$ cat config.mk
export PLATFORM = sky130hd
export DESIGN_NAME = tod_clock
export DESIGN_NICKNAME = d
export VERILOG_FILES = /design/src/rtl/tod_pkg.sv /design/src/rtl/tod_step.sv /design/src/rtl/tod_snap.sv /design/src/rtl/tod_cmp.sv /design/src/rtl/tod_clock.sv
export SDC_FILE = /design/constraint.sdc
export NUM_CORES = 1
export LEC_CHECK = 0
export BUFFER_PORTS_ARGS = -buffer_cell sky130_fd_sc_hd__buf_2
export CAP_MARGIN = 10
export CORE_MARGIN = 5
export CORE_UTILIZATION = 50
export DETAILED_ROUTE_END_ITERATION = 7
export PLACE_DENSITY = 0.81
export SLEW_MARGIN = 20
export SYNTH_ARGS = -nofsm -noshare
export SYNTH_HDL_FRONTEND = slang
export SYNTH_SLANG_ARGS = --single-unit
$ cat constraint.sdc
create_clock -name clk -period 7.3 [get_ports clk]
set_clock_uncertainty 0.1 [all_clocks]
set_input_delay 0 -clock clk [delete_from_list [all_inputs] [get_ports clk]]
set_output_delay 0 -clock clk [all_outputs]
set_load 0.01 [all_outputs]
$ cat src/rtl/tod_pkg.sv
package tod_pkg;
    localparam int SEC_W    = 48;
    localparam int NS_W     = 30;
    localparam int SUB_W    = 24;
    localparam int FRAC_W   = NS_W + SUB_W;
    localparam int TIME_W   = SEC_W + FRAC_W;
    localparam int OUT_W    = 94;
    localparam int CMP_W    = 70;
    localparam int INC_NS_W = 8;
    localparam int INC_W    = INC_NS_W + SUB_W;
    localparam int PPS_BIT  = OUT_W - SEC_W - 1;

    typedef enum logic [1:0] {
        STEP_CLEAR = 2'b00,
        STEP_LONG  = 2'b01,
        STEP_SHORT = 2'b10,
        STEP_NORM  = 2'b11
    } step_e;

    typedef struct packed {
        logic [SEC_W-1:0] sec;
        logic [NS_W-1:0]  ns;
        logic [SUB_W-1:0] sub;
    } tod_t;

    function automatic logic [OUT_W-1:0] tod_view(input tod_t t);
        return t[TIME_W-1 -: OUT_W];
    endfunction

    function automatic logic [CMP_W-1:0] tod_hi(input tod_t t);
        return t[TIME_W-1 -: CMP_W];
    endfunction
endpackage

$ cat src/rtl/tod_step.sv
module tod_step
    import tod_pkg::*;
#(
    parameter bit              ALT_SNAP   = 1'b0,
    parameter longint unsigned NS_PER_SEC = 64'd1_000_000_000
) (
    input  tod_t                cur,
    input  logic [1:0]          ctl,
    input  logic [INC_NS_W-1:0] inc_ns,
    input  logic [SUB_W-1:0]    inc_sub,
    output tod_t                nxt
);
    localparam int ACC_W = FRAC_W + 1;
    localparam logic [ACC_W-1:0] ONE_NS  = ACC_W'(1) << SUB_W;
    localparam logic [ACC_W-1:0] ONE_SEC = ACC_W'(NS_PER_SEC) << SUB_W;

    logic [ACC_W-1:0]  raw;
    logic [ACC_W-1:0]  adj;
    logic [FRAC_W-1:0] rem;
    logic              force_sec;
    logic              wrap;

    always_comb begin
        raw       = {1'b0, cur.ns, cur.sub} + ACC_W'({inc_ns, inc_sub});
        adj       = raw;
        force_sec = 1'b0;
        case (step_e'(ctl))
            STEP_LONG:  adj = raw + ONE_NS;
            STEP_SHORT: adj = (raw < ONE_NS) ? '0 : raw - ONE_NS;
            STEP_CLEAR: force_sec = !ALT_SNAP;
            default:    adj = raw;
        endcase
        wrap    = (adj >= ONE_SEC);
        rem     = FRAC_W'(wrap ? adj - ONE_SEC : adj);
        nxt.sec = cur.sec + SEC_W'(force_sec || wrap);
        nxt.ns  = force_sec ? '0 : rem[SUB_W +: NS_W];
        nxt.sub = force_sec ? '0 : rem[SUB_W-1:0];
    end
endmodule

$ cat src/rtl/tod_snap.sv
module tod_snap
    import tod_pkg::*;
#(
    parameter int W = OUT_W
) (
    input  logic         clk,
    input  logic         rst,
    input  logic [1:0]   ctl,
    input  logic [W-1:0] cur,
    output logic [W-1:0] snap
);
    logic armed;

    always_ff @(posedge clk) begin
        if (rst) begin
            armed <= 1'b1;
            snap  <= '0;
        end else if (ctl == STEP_NORM) begin
            armed <= 1'b1;
        end else if (ctl == STEP_CLEAR && armed) begin
            armed <= 1'b0;
            snap  <= cur;
        end
    end
endmodule

$ cat src/rtl/tod_cmp.sv
module tod_cmp #(
    parameter int W = 70
) (
    input  logic         clk,
    input  logic         rst,
    input  logic         wr,
    input  logic [W-1:0] val,
    input  logic [W-1:0] time_hi,
    output logic [W-1:0] cmp_q,
    output logic         match
);
    always_ff @(posedge clk) begin
        if (rst) begin
            cmp_q <= '1;
            match <= 1'b0;
        end else begin
            if (wr) cmp_q <= val;
            match <= (time_hi == cmp_q);
        end
    end
endmodule

$ cat src/rtl/tod_clock.sv
module tod_clock
    import tod_pkg::*;
#(
    parameter bit                    ALT_SNAP    = 1'b0,
    parameter longint unsigned       NS_PER_SEC  = 64'd1_000_000_000,
    parameter logic [INC_NS_W-1:0]   RST_INC_NS  = 8'd4,
    parameter logic [SUB_W-1:0]      RST_INC_SUB = '0
) (
    input  logic                clk,
    input  logic                rst,
    input  logic [1:0]          step_ctl,
    input  logic                inc_wr,
    input  logic [INC_NS_W-1:0] inc_ns_in,
    input  logic [SUB_W-1:0]    inc_sub_in,
    input  logic                cmp_wr,
    input  logic [CMP_W-1:0]    cmp_val,
    input  logic                tod_wr,
    input  logic [SEC_W-1:0]    tod_sec,
    input  logic [NS_W-1:0]     tod_ns,
    output logic [OUT_W-1:0]    timer_out,
    output logic                pps_out,
    output logic                cmp_match,
    output logic [OUT_W-1:0]    snap_out
);
    tod_t                tod_q;
    tod_t                tod_nxt;
    logic [INC_NS_W-1:0] inc_ns_q;
    logic [SUB_W-1:0]    inc_sub_q;
    logic [CMP_W-1:0]    cmp_q;

    tod_step #(.ALT_SNAP(ALT_SNAP), .NS_PER_SEC(NS_PER_SEC)) u_step (
        .cur(tod_q), .ctl(step_ctl), .inc_ns(inc_ns_q), .inc_sub(inc_sub_q), .nxt(tod_nxt)
    );

    always_ff @(posedge clk) begin
        if (rst) begin
            tod_q     <= '0;
            inc_ns_q  <= RST_INC_NS;
            inc_sub_q <= RST_INC_SUB;
        end else begin
            if (inc_wr) begin
                inc_ns_q  <= inc_ns_in;
                inc_sub_q <= inc_sub_in;
            end
            if (tod_wr) begin
                tod_q.sec <= tod_sec;
                tod_q.ns  <= tod_ns;
                tod_q.sub <= '0;
            end else begin
                tod_q <= tod_nxt;
            end
        end
    end

    assign timer_out = tod_view(tod_q);
    assign pps_out   = ~timer_out[PPS_BIT];

    tod_cmp #(.W(CMP_W)) u_cmp (
        .clk(clk), .rst(rst), .wr(cmp_wr), .val(cmp_val),
        .time_hi(tod_hi(tod_q)), .cmp_q(cmp_q), .match(cmp_match)
    );

    generate
        if (ALT_SNAP) begin : g_snap
            tod_snap #(.W(OUT_W)) u_snap (
                .clk(clk), .rst(rst), .ctl(step_ctl), .cur(timer_out), .snap(snap_out)
            );
        end else begin : g_nosnap
            assign snap_out = '0;
        end
    endgenerate
endmodule

==> results.md <==
* Worst r2r src: inc_sub_q[0]
* Slack of the critical path at 0.156 ns
* Drt first pass iters at 6
* Crit share post-route at 97.9%
* FILL cells at 2,594
* First-pass GRT wire length at 103,000 um
* Finish-stage setup viols at 0
* Clock tree buffer depth at 3
* DRT Wirelength at 67,800 um
* Die height at 190 um
* H-tree levels at 1
* CP Launch Point: inc_sub_q[0]
* Power Density at 165 nW/um^2
* Initial Utilization at 50.2%
* R2r setup slk at 0.16 ns
* Post-synth top area share at 25.3%
* Critical Path End Type: flip-flop
* Die area at 36,100 sq um
* Cells on worst reg2reg path at 34
* Final hold violation count at 0
* Yosys top cell by area: dfxtp_1
* Critical Path AT at 7.45 ns
* Post-route DRC at 0
* Switching part of the total at 34.1%
* Total CTS buffers at 23
* Antenna-violating nets left at 0
* Total grt overflow at 0
* Critical Path Max Stage Delay at 0.51 ns
* Power Internal at 0.00228 W
* Sequential element share of the synthesized area at 25.3%
* Max IR drop VDD at 0.180 mV
* Flop pwr share at 36.6%
* Clock Root Buffer: clkbuf_16
* Commonest non-fill, non-tap cell in the layout: buf_2
* Reg2Reg Capture Point: timer_out[79]
* Initial DRC Count at 2,061
* Initial antenna violation count at 2
* # nets final at 2,809
* FP Rows at 66
* Leakage at 9.17 nW
* Crit path launch type: flip-flop
* Post-synthesis register bit count at 205
* Largest net degree at the start of global routing at 98
* Clk pin slew, worst setup/hold paths at 0.07 ns
* Most frequent cells in the layout: buf_2 (281), nand2_1 (230), nor2_1 (211)
* Crit Path Category: reg2reg
* Cell Area, Synth at 16,200 sq um
* Synthesized instance count at 2,126
* P&R area growth vs syn at 28.6%
* Fraction of layout cells with a size suffix above 1 at 23.0%
* CORE AREA at 32,300 sq um
* Most used cell along the critical path: buf_4
* Number of synthesized flops with an enable pin at 0
* Max Freq at 140 MHz
* Critical path peak fanout at 5
* Tmin final at 7.14 ns
* Placement Setup Slack at -0.0731 ns
* Avg Synthesized Cell Area at 7.63 sq um
* Critical Path Sink: timer_out[79]
* Combinational share of power at 29.0%
* Total power at 0.00345 W
* Clock network power share at 34.4%
* CTS tree: built
* Global Route Usage Sum at 35.4%
* Outcome: finished, final reports clean
* Routed length per instance at 22.3 um
* Post-synthesis async set-or-reset flop share at 0%
* Slew of the pin with the lowest slew margin at 1.06 ns
* Top post-synthesis cells by area: dfxtp_1 (25%), buf_4 (9.0%), mux2i_1 (7.0%), nand2_1 (5.3%), nor2_1 (4.9%)
* Clock latency on the worst-skew pair at 0.56 ns
* Setup TNS at 0 ns
* Sink Count at 205
* Yosys warnings at 0
* RD Place Congestion at 1.08
* Max-Cap Viols at 0
* Port Buf Inserts at 282
* Most used DFF post-synth: dfxtp_1
* Die width at 190 um
* Worst Hold Class: in2reg
* Synth cell types at 100
* Max-slew headroom at 29.1%
* Worst EP required at 7.60 ns
* Placed Instances at 2,800
* Detailed-route vias per instance at 6.07
* Total number of vias at 18.4k
* Max Slew Vio Count at 0
* IO Count at 377
* Vias in the first global route at 18.2k
* Slowest CP cell: or4_1
* Non-filler instance count after layout at 3,041
* DPL Wire Length at 48,000 um
* Psw at 0.00118 W
==> logic make-up (layout without fill, tap and decap cells) <==
kind of cell | Yosys count | count (layout) | share of synthesized area (%)
buffers and inverters | 372 | 750 | 13.5
other | 1 | 95 | 0.0231
muxes | 122 | 122 | 7.59
xor gates and xnor gates | 121 | 121 | 6.53
adders and majority gates | 41 | 41 | 3.21
and+or+nand+nor | 811 | 812 | 24.6
DFF | 205 | 205 | 25.3
AOI/OAI and AO/OA | 453 | 453 | 19.3
==> Yosys cell counts (54+ instances only) <==
cell type  count
inv_1         54
nor2_1       212
buf_4        195
nand2_1      231
nand3_1       61
dfxtp_1      205
o21ai_0       61
a21oi_1      122
xnor2_1       58
clkbuf_1      82
xor2_1        63
mux2i_1      114
==> worst min path at each step <==
stage,endpoint,startpoint,cells past startpoint
after floorplan,timer_out[33],tod_ns[17],2
after global placement,u_cmp.cmp_q[29],cmp_val[29],3
after detailed placement,timer_out[22],tod_ns[6],3
after CTS,timer_out[87],tod_wr,3
after global routing,u_cmp.cmp_q[8],cmp_val[8],4
final,timer_out[47],tod_wr,3
==> flip-flops by register name, indices dropped and copies added, names as in the netlist <==
register,flops
inc_ns_q,8
inc_sub_q,24
timer_out,94
tod_q,8
u_cmp.cmp_q,70
u_cmp.match,1
==> cell type report <==
type | instances | area (sq um) | area share (%)
Antenna cell | 1 | 2.50 | 0.0120
Clock buffer | 34 | 657 | 3.15
Clock inverter | 8 | 90.1 | 0.432
Inverter | 57 | 214 | 1.03
Multi-Input combinational cell | 1643 | 10600 | 50.7
Sequential cell | 205 | 4100 | 19.7
Tap cell | 442 | 553 | 2.65
Timing Repair Buffer | 651 | 4670 | 22.4
==> metal layers <==
layer	share of wire, %	global-route usage, %	vias to the layer above
met3	11	7.65	322
met5	0.016	0	-
met2	45	59.4	1343
li1	-	-	8228
met4	6.5	17.5	2
met1	38	42.9	8553
==> critical path: cells and delay by family (launching register included) <==
family	cells	cell delay, ns
AO/OA/AOI/OAI	10	2.10
XOR/XNOR	1	0.23
adder cells (fa/ha/maj)	3	0.79
buffers and inverters	7	1.18
flip-flops	1	0.34
AND/OR/NAND/NOR	13	2.28
==> power by group through the flow <==
stage                     Clock, W  Combinational [W]  Sequential, W
after floorplan                  0           0.000598        0.00125
after global placement           0           0.000843        0.00128
after detailed placement         0           0.000852        0.00128
after CTS                  0.00118           0.000942        0.00126
after global routing       0.00123            0.00107        0.00127
final                      0.00119            0.00100        0.00126
==> per-stage QoR <==
step | cell area, sq um | util [%] | hold WS [ns]
2_1_floorplan | 16600 | - | 0.00848
3_3_place_gp | 17900 | 55.3 | 0.115
3_5_place_dp | 17900 | 55.3 | 0.116
4_1_cts | 20500 | 63.6 | 0.0491
5_1_grt | 20900 | 64.6 | 0.121
6_report | 20900 | 64.6 | 0.0874
==> what timing repair did <==
item / 4_1_cts / 5_1_grt
pin swaps: 0 / 15
endpoints found under the hold margin: 180 / 0
endpoints found under the setup margin: 10 / 37
cloned: 0 / 2
hold buffers: 191 / 0
buffers inserted: 0 / 5
gates resized for setup: 5 / 55
No activity file was read; power rests on OpenSTA's default activity.
